## src/rtl/dram_ctl_pkg.sv

```systemverilog
package dram_ctl_pkg;

    typedef enum logic [2:0] {
        ST_IDLE,   // no row open, precharged
        ST_ACT,    // row strobe low, row address out
        ST_CAS,    // column strobe low
        ST_OPEN,   // page held open, waiting
        ST_RST,    // row restore before close
        ST_PRE,    // precharge, row strobe high
        ST_REF     // row-only refresh
    } seq_state_e;

    function automatic int max_of(input int a, input int b);
        return (a > b) ? a : b;
    endfunction

endpackage

```

## src/rtl/dram_ref_timer.sv

```systemverilog
module dram_ref_timer #(
    parameter int ROW_BITS     = 11,
    parameter int REF_INTERVAL = 195
) (
    input  logic                clk,
    input  logic                rst,
    input  logic                ref_ack,
    output logic                ref_due,
    output logic [ROW_BITS-1:0] ref_row
);
    localparam int CW = $clog2(REF_INTERVAL + 1);
    localparam logic [ROW_BITS-1:0] LAST_ROW = {ROW_BITS{1'b1}};
    localparam logic [CW-1:0] CNT_END = CW'(REF_INTERVAL - 1);

    logic [CW-1:0] tick;

    always_ff @(posedge clk) begin
        if (rst) begin
            tick    <= '0;
            ref_due <= 1'b0;
            ref_row <= '0;
        end else begin
            if (tick == CNT_END) begin
                tick    <= '0;
                ref_due <= 1'b1;
            end else begin
                tick <= tick + 1'b1;
                if (ref_ack) ref_due <= 1'b0;
            end
            if (ref_ack)
                ref_row <= (ref_row == LAST_ROW) ? '0 : ref_row + 1'b1;
        end
    end


    ref_due_hold_chk: assert property (@(posedge clk) disable iff (rst)
        (ref_due && !ref_ack) |=> ref_due);


    ref_row_step_chk: assert property (@(posedge clk) disable iff (rst)
        ref_ack |=> (ref_row == (($past(ref_row) == LAST_ROW) ? '0 : $past(ref_row) + 1'b1)));

endmodule

```

## src/rtl/dram_seq.sv

```systemverilog
module dram_seq
    import dram_ctl_pkg::*;
#(
    parameter int ROW_BITS  = 11,
    parameter int COL_BITS  = 11,
    parameter int PIN_BITS  = 12,
    parameter int DATA_W    = 8,
    parameter int T_RCD     = 2,
    parameter int T_CAS     = 2,
    parameter int T_RST     = 2,
    parameter int T_RP      = 3,
    parameter int T_REF     = 4,
    parameter int PAGE_MODE = 1
) (
    input  logic                         clk,
    input  logic                         rst,
    input  logic                         req_valid,
    output logic                         req_ready,
    input  logic                         req_we,
    input  logic [ROW_BITS+COL_BITS-1:0] req_addr,
    input  logic [DATA_W-1:0]            req_wdata,
    output logic                         rd_valid,
    output logic [DATA_W-1:0]            rd_data,
    input  logic                         ref_due,
    input  logic [ROW_BITS-1:0]          ref_row,
    output logic                         ref_ack,
    output logic [PIN_BITS-1:0]          dram_addr,
    output logic                         dram_ras_n,
    output logic                         dram_cas_n,
    output logic                         dram_we_n,
    output logic [DATA_W-1:0]            dram_dq_out,
    output logic                         dram_dq_oe,
    input  logic [DATA_W-1:0]            dram_dq_in
);
    localparam int WORD_AW = ROW_BITS + COL_BITS;
    localparam int T_MAX   = max_of(max_of(max_of(T_RCD, T_CAS), max_of(T_RST, T_RP)), T_REF);
    localparam int TW      = $clog2(T_MAX + 1) + 1;
    localparam logic KEEP_OPEN = (PAGE_MODE != 0);

    typedef struct packed {
        logic                we;
        logic [ROW_BITS-1:0] row;
        logic [COL_BITS-1:0] col;
        logic [DATA_W-1:0]   wdata;
    } acc_t;

    seq_state_e state;
    logic [TW-1:0] tmr;
    acc_t cur, incoming;
    logic pend;
    logic accept, tmr_done;

    assign incoming = '{we: req_we, row: req_addr[WORD_AW-1:COL_BITS],
                        col: req_addr[COL_BITS-1:0], wdata: req_wdata};
    assign req_ready = !pend && !ref_due && (state == ST_IDLE || state == ST_OPEN);
    assign accept    = req_valid && req_ready;
    assign tmr_done  = (tmr == '0);
    assign ref_ack   = (state == ST_REF) && tmr_done;

    always_ff @(posedge clk) begin
        if (rst) begin
            state    <= ST_IDLE;
            tmr      <= '0;
            cur      <= '0;
            pend     <= 1'b0;
            rd_valid <= 1'b0;
            rd_data  <= '0;
        end else begin
            rd_valid <= 1'b0;
            unique case (state)
                ST_IDLE: begin
                    if (ref_due) begin
                        state <= ST_REF;
                        tmr   <= TW'(T_REF - 1);
                    end else if (pend) begin
                        pend  <= 1'b0;
                        state <= ST_ACT;
                        tmr   <= TW'(T_RCD - 1);
                    end else if (accept) begin
                        cur   <= incoming;
                        state <= ST_ACT;
                        tmr   <= TW'(T_RCD - 1);
                    end
                end
                ST_ACT: begin
                    if (tmr_done) begin
                        state <= ST_CAS;
                        tmr   <= TW'(T_CAS - 1);
                    end else tmr <= tmr - 1'b1;
                end
                ST_CAS: begin
                    if (tmr_done) begin
                        if (!cur.we) begin
                            rd_data  <= dram_dq_in;
                            rd_valid <= 1'b1;
                        end
                        if (KEEP_OPEN) state <= ST_OPEN;
                        else begin
                            state <= ST_RST;
                            tmr   <= TW'(T_RST - 1);
                        end
                    end else tmr <= tmr - 1'b1;
                end
                ST_OPEN: begin
                    if (ref_due) begin
                        state <= ST_RST;
                        tmr   <= TW'(T_RST - 1);
                    end else if (accept) begin
                        cur <= incoming;
                        if (incoming.row == cur.row) begin
                            state <= ST_CAS;
                            tmr   <= TW'(T_CAS - 1);
                        end else begin
                            pend  <= 1'b1;
                            state <= ST_RST;
                            tmr   <= TW'(T_RST - 1);
                        end
                    end
                end
                ST_RST: begin
                    if (tmr_done) begin
                        state <= ST_PRE;
                        tmr   <= TW'(T_RP - 1);
                    end else tmr <= tmr - 1'b1;
                end
                ST_PRE: begin
                    if (tmr_done) state <= ST_IDLE;
                    else tmr <= tmr - 1'b1;
                end
                ST_REF: begin
                    if (tmr_done) begin
                        state <= ST_PRE;
                        tmr   <= TW'(T_RP - 1);
                    end else tmr <= tmr - 1'b1;
                end
                default: state <= ST_IDLE;
            endcase
        end
    end

    always_comb begin
        dram_ras_n  = !(state inside {ST_ACT, ST_CAS, ST_OPEN, ST_RST, ST_REF});
        dram_cas_n  = (state != ST_CAS);
        dram_dq_oe  = (state == ST_CAS) && cur.we;
        dram_we_n   = !dram_dq_oe;
        dram_dq_out = cur.wdata;
        unique case (state)
            ST_REF:  dram_addr = PIN_BITS'(ref_row);
            ST_ACT:  dram_addr = PIN_BITS'(cur.row);
            default: dram_addr = PIN_BITS'(cur.col);
        endcase
    end


    cas_inside_ras_chk: assert property (@(posedge clk) disable iff (rst)
        !dram_cas_n |-> !dram_ras_n);


    row_open_no_cas_chk: assert property (@(posedge clk) disable iff (rst)
        $fell(dram_ras_n) |-> dram_cas_n);


    precharge_gap_chk: assert property (@(posedge clk) disable iff (rst)
        $rose(dram_ras_n) |=> dram_ras_n);


    rd_pulse_chk: assert property (@(posedge clk) disable iff (rst)
        rd_valid |=> !rd_valid);


    ready_drop_chk: assert property (@(posedge clk) disable iff (rst)
        (req_valid && req_ready) |=> !req_ready);


    we_in_cas_chk: assert property (@(posedge clk) disable iff (rst)
        !dram_we_n |-> !dram_cas_n);

endmodule

```

## src/rtl/dram_mux_ctrl.sv

```systemverilog
module dram_mux_ctrl #(
    parameter int ROW_BITS     = 11,
    parameter int COL_BITS     = 11,
    parameter int PIN_BITS     = 12,
    parameter int DATA_W       = 8,
    parameter int T_RCD        = 2,
    parameter int T_CAS        = 2,
    parameter int T_RST        = 2,
    parameter int T_RP         = 3,
    parameter int T_REF        = 4,
    parameter int REF_INTERVAL = 195,
    parameter int PAGE_MODE    = 1
) (
    input  logic                         clk,
    input  logic                         rst,
    input  logic                         req_valid,
    output logic                         req_ready,
    input  logic                         req_we,
    input  logic [ROW_BITS+COL_BITS-1:0] req_addr,
    input  logic [DATA_W-1:0]            req_wdata,
    output logic                         rd_valid,
    output logic [DATA_W-1:0]            rd_data,
    output logic [PIN_BITS-1:0]          dram_addr,
    output logic                         dram_ras_n,
    output logic                         dram_cas_n,
    output logic                         dram_we_n,
    output logic [DATA_W-1:0]            dram_dq_out,
    output logic                         dram_dq_oe,
    input  logic [DATA_W-1:0]            dram_dq_in
);
    logic                ref_due, ref_ack;
    logic [ROW_BITS-1:0] ref_row;

    dram_ref_timer #(
        .ROW_BITS(ROW_BITS), .REF_INTERVAL(REF_INTERVAL)
    ) u_timer (
        .clk(clk), .rst(rst), .ref_ack(ref_ack),
        .ref_due(ref_due), .ref_row(ref_row)
    );

    dram_seq #(
        .ROW_BITS(ROW_BITS), .COL_BITS(COL_BITS), .PIN_BITS(PIN_BITS),
        .DATA_W(DATA_W), .T_RCD(T_RCD), .T_CAS(T_CAS), .T_RST(T_RST),
        .T_RP(T_RP), .T_REF(T_REF), .PAGE_MODE(PAGE_MODE)
    ) u_seq (
        .clk(clk), .rst(rst),
        .req_valid(req_valid), .req_ready(req_ready), .req_we(req_we),
        .req_addr(req_addr), .req_wdata(req_wdata),
        .rd_valid(rd_valid), .rd_data(rd_data),
        .ref_due(ref_due), .ref_row(ref_row), .ref_ack(ref_ack),
        .dram_addr(dram_addr), .dram_ras_n(dram_ras_n), .dram_cas_n(dram_cas_n),
        .dram_we_n(dram_we_n), .dram_dq_out(dram_dq_out), .dram_dq_oe(dram_dq_oe),
        .dram_dq_in(dram_dq_in)
    );

endmodule

```

## config.mk

```make
export PLATFORM = sky130hd
export DESIGN_NAME = dram_mux_ctrl
export DESIGN_NICKNAME = d
export VERILOG_FILES = /design/src/rtl/dram_ctl_pkg.sv /design/src/rtl/dram_ref_timer.sv /design/src/rtl/dram_seq.sv /design/src/rtl/dram_mux_ctrl.sv
export SDC_FILE = /design/constraint.sdc
export NUM_CORES = 1
export LEC_CHECK = 0
export CAP_MARGIN = 5
export CORE_MARGIN = 3
export CORE_UTILIZATION = 40
export DETAILED_ROUTE_END_ITERATION = 10
export PLACE_DENSITY = 0.66
export SYNTH_ARGS = -nofsm -noshare
export SYNTH_HDL_FRONTEND = slang
export SYNTH_SLANG_ARGS = --single-unit
```

## constraint.sdc

```tcl
create_clock -name clk -period 2.3 [get_ports clk]
set_input_delay 0.46 -clock clk [delete_from_list [all_inputs] [get_ports clk]]
set_output_delay 0.46 -clock clk [all_outputs]
set_load 0.01 [all_outputs]
```

# ---- After elaboration in Yosys (flattened, before gate mapping)
# Index checks and enable logic that the tools add are counted.
# Widths: inputs -> output; s select.
dict set report word_totals {
  ff_bits 68
  output_inout_bits 34
  wordCells 99
}
dict set report classes {
  n_addsub 3
  eq_ne 22
  mux 34
  n_bitwise 3
  reduce_logical 25
}
# operator count
set ops {}
lappend ops {{$mux 31} 4}
lappend ops {{$pmux 31 s2} 1}
lappend ops {{$mux 3} 10}
lappend ops {{$mux 4} 7}
lappend ops {{$pmux 11 s2} 1}
lappend ops {{$pmux 4 s5} 1}
lappend ops {{$pmux 3 s6} 1}
lappend ops {{$add 11x1->11 const B} 1}
lappend ops {{$eq 11x11->1} 1}
lappend ops {{$eq 11x11->1 const B} 1}
lappend ops {{$mux 11} 1}
lappend ops {{$ne 2x1->1 const B} 5}
lappend ops {{$ne 2x2->1 const B} 5}
lappend ops {{$reduce_bool 5->1} 2}
lappend ops {{$eq 3x3->1 const B} 3}
lappend ops {{$add 8x1->8 const B} 1}
lappend ops {{$eq 8x8->1 const B} 1}
lappend ops {{$mux 1} 7}
lappend ops {{$eq 3x2->1 const B} 2}
lappend ops {{$ne 3x2->1 const B} 2}
lappend ops {{$reduce_and 6->1} 1}
lappend ops {{$reduce_or 2->1} 3}
lappend ops {{$logic_and 1x1->1} 5}
lappend ops {{$reduce_and 5->1} 1}
lappend ops {{other kinds (14)} 20}

# ---- Depth between registers and ports, before layout
dict set report logic_depth {
  depth_word 8
  ltp_mapped 8
  depth_no_buf 7
}

# ---- By module
# Synthesis repeated with hierarchy kept, for this count alone.
dict set report unflattened {
  hier_cells 474
  hier_area_um2 3658.5
}
# module instances cells_each area_each_um2 seq_area_each_um2
set modules_own_cells {}
lappend modules_own_cells {dram_seq 1 377 2778.9 960.9}
lappend modules_own_cells {dram_ref_timer 1 97 879.6 400.4}

# ---- Worst setup path before layout
# OpenSTA, ideal clock, no wires.
dict set report synth_timing {
  path_type {reg2out}
  startpoint {register u_seq.state[0]}
  endpoint {output port dram_addr[0]}
  t_arrival_ns 1.370
  t_required_ns 1.840
  setup_slack_ns 0.470
  stages_incl_launch_ff 8
  n_path_buf 3
  path_cell_list {dfxtp_1 -> buf_2 -> clkbuf_1 -> nand2_1 -> nand2_1 -> buf_2 -> o22ai_1 -> a21oi_1}
}
dict set report synth_between {
  elab_chain_len 2
  word_cells_on_any_way 3
  cone_classes {2 x eq/ne; 1 x mux}
}
# element line
set synth_lines {}
lappend synth_lines {{from (decl)} dram_seq.sv:47} ;# seq_state_e state;
lappend synth_lines {{from (signal assigned)} dram_seq.sv:62} ;# state <= ST_IDLE;
lappend synth_lines {{from (signal assigned)} dram_seq.sv:73} ;# state <= ST_REF;
lappend synth_lines {{from (signal assigned)} dram_seq.sv:77} ;# state <= ST_ACT;
lappend synth_lines {{$eq 3x1->1 or $eq 3x3->1 (tied branches)} dram_seq.sv:147} ;# unique case (state)
lappend synth_lines {{$pmux 11 s2 (*)} dram_seq.sv:147}
lappend synth_lines {{to (decl)} dram_mux_ctrl.sv:23} ;# output logic [PIN_BITS-1:0] dram_addr,
# Every way passes the cells marked *; elsewhere a longest branch is shown, timed or not.

# ---- Worst setup path after layout
dict set report layout_timing {
  startpoint {register u_seq.state[1]}
  endpoint {output port dram_addr[8]}
}
# The elaborated chain is that of the path after synthesis.

==> flow_summary.yaml <==
worst_setup_path:
  slowest_stage: "dfxtp_4"
  path_buf_inv: 3
  cpPeakStageDelay_ps: 380
  path_max_fanout: 11
  path_cells: "inv_2, buf_4, or3_1, o21ai_0, a21oi_1, clkdlybuf4s15_1"
  cp-end-kind: "primary output"
  rrSetupSlack_ps: 320
  start_kind: "flop"
  crit_arrival_ps: 1750
  critPathTopFamily: "buffers and inverters"
  path_class: "reg2out"
  crit_required_ps: 1840
timing:
  setup_viol: 0
  hold_violations: 0
  max_freq_ghz: 0.4534
  rsz0062_at_grt: "false"
  finalSetupTns_ps: 0
  fin_crit_ps: 2205
  period_share: 0.9589
  skew_ps: 7.281
  final-max-slew-violation-count: 0
clock_tree:
  cts-root-buf: "clkbuf_8"
  cts_htree_levels: 3
  clk_latency_ps: 340
  cts_buffers: 9
  cts_tree: "yes"
  clkSinkCount: 68
  clk_pin_slew_ps: 80
  post_cts_buffers: 0
  cts_buffer_depth: 2
global_route:
  grt_max_degree: 34
  grt_pass1_vias: 3125
  track_usage: 0.1807
  grt_antenna_before_repair: 0
  overflow: 0
  grt_pass1_wl_mm: 14.52
synth:
  synth_nets: 484
  synth_top_area_share: 0.3969
  syn_area_um2: 3430
  yosys.area.top_type: "dfxtp_1"
  synthCells: 438
  ys_types: 52
  syn_avg_cell_area_um2: 7.830
  yosysSeqAreaShare: 0.3969
  async_flop_share: 0
  synth_top_cells_by_area: "dfxtp_1 (40%), nand2_1 (9.1%), a21oi_1 (7.3%)"
  synth_ff_type: "dfxtp_1"
  ys_warn_count: 0
  synth-edff-count: 0
  ys_seq_elements: 68
detailed_routing:
  drcViolationCount: 0
  vias: 3187
  avgRoutedWirePerCell_um: 13.92
  drt_wl_total_mm: 8.520
  first_pass_iters: 4
  vias_per_cell: 5.208
  ant_nets: 0
  drt_iter0_markers: 159
floorplanning:
  die_x_um: 98.60
  dieArea_um2: 9721
  num_rows: 33
  initial_core_util: 0.4153
  ioPinCount: 76
  design.core.area_um2: 8258
  die_y_um: 98.60
job:
  max-cap-violations: 0
placement:
  hpwl_mm: 6.097
  gp_congestion: 0.8431
  io_buffer_count: 74
power:
  total_power_mw: 5.105
  peakVddDrop_mv: 0.5974
  power_density_nw_per_um2: 1143
  leakagePower_nw: 1.773
run_status:
  status: "finished clean"
final_layout:
  diodes: 0
  nNetsFinal: 548
  area_delta_synth_final_pct: 30.28
  drive_gt1_frac: 0.1124
hold_path:
  min_path_type: "reg2reg"
[layout by cell type, fill, tap and decap left out, drive strengths merged, types with 8 or more instances in the layout]
master         synthesis  final
nand2                 83     83
dfxtp                 68     68
clkdlybuf4s50          0     59
a21oi                 51     51
nor2                  40     40
xor2                  22     22
buf                   20     19
o21ai                 17     17
or3                   15     15
clkbuf                19     14
o22ai                 11     11
nand3                 11     11
mux2i                  8      8
[power breakdown]
part	switching, mW	internal (mW)	total (mW)	leakage [nW]
clock	0.463	0.638	1.10	0.105
combinational	1.29	1.11	2.40	1.11
sequential	0.196	1.40	1.60	0.555
[flip-flops by register name, summed over array words and instances, names as in the netlist]
register,flops
u_seq.cur,23
u_timer.ref_row,11
u_seq.pend,1
u_timer.ref_due,1
u_seq.dram_dq_out,8
u_timer.tick,8
u_seq.tmr,4
u_seq.state,3
u_seq.rd_data,8
u_seq.rd_valid,1
[worst reg2reg max path, stage by stage, from the launching register on]
cell	delay [ps]
dfxtp_1	340
inv_1	80
ha_1	190
nor3b_2	430
nand3_1	280
nor4b_2	340
xnor2_1	150
nor2_1	50
[final cells by class]
class,instances,area [um^2]
timing repair buffer,92,863.3
inverter,6,22.52
clock buffer,10,137.6
fill,823,3790
multi-input combinational,325,1858
tap,105,131.4
clock inverter,6,87.58
sequential,68,1368
[synthesized netlist by cell type (all sizes together), types with 2 or more instances]
cell type	n
nand2	83
dfxtp	68
a21oi	51
nor2	40
xor2	22
buf	20
clkbuf	19
o21ai	17
or3	15
nand3	11
o22ai	11
mux2i	8
and3	7
nor3	7
inv	6
nand4	6
xnor2	6
ha	4
nand2b	4
nor2b	3
a21o	2
a221oi	2
a311oi	2
and4	2
nor4	2
o31ai	2
[through the flow]
step,area [um^2],hold slack [ps],cells,utilization,setup slack (ps)
2_1_floorplan,3430,436.7,438,-,470.1
5_1_grt,4468,490.7,612,0.5411,4.262
3_5_place_dp,4233,448.5,596,0.5126,-4.661
3_3_place_gp,4233,442.1,596,0.5126,14.52
4_1_cts,4456,460.4,612,0.5395,4.822
6_report,4468,458.3,612,0.5411,94.57
[path summary, 6_finish.rpt]
kind,start,end,cells after the start
worst max register to register,u_seq.tmr[0],u_timer.ref_row[10],7
worst max-delay path,u_seq.state[1],dram_addr[8],6
worst min-delay path,u_seq.dram_dq_out[0],u_seq.dram_dq_out[0],2
worst min register to register,u_seq.dram_dq_out[0],u_seq.dram_dq_out[0],2
[what timing repair did]
item,CTS,global route
resized for setup,19,24
hold buffers,0,0
endpoints found under the hold margin,0,0
setup endpoints to repair,14,14
[cells by family after synthesis]
kind of cell | count (synthesis) | synth area share
AND/OR/NAND/NOR | 187 | 0.2583
AO/OA/AOI/OAI | 97 | 0.1660
flip-flops | 68 | 0.3969
buffers and inverters | 45 | 0.06822
XOR/XNOR | 28 | 0.07151
multiplexers | 8 | 0.02335
adder cells (fa/ha/maj) | 4 | 0.01459
other | 1 | 0.001093
[routing by layer]
metal | up-vias | GRT usage | wire length, um
li1 | 1623 | - | -
met1 | 1488 | 0.2252 | 3803
met2 | 69 | 0.3068 | 4243
met3 | 7 | 0.04812 | 376
met4 | 0 | 0.05357 | 97
met5 | - | 0 | 0
(Power assumes the default switching activity.)
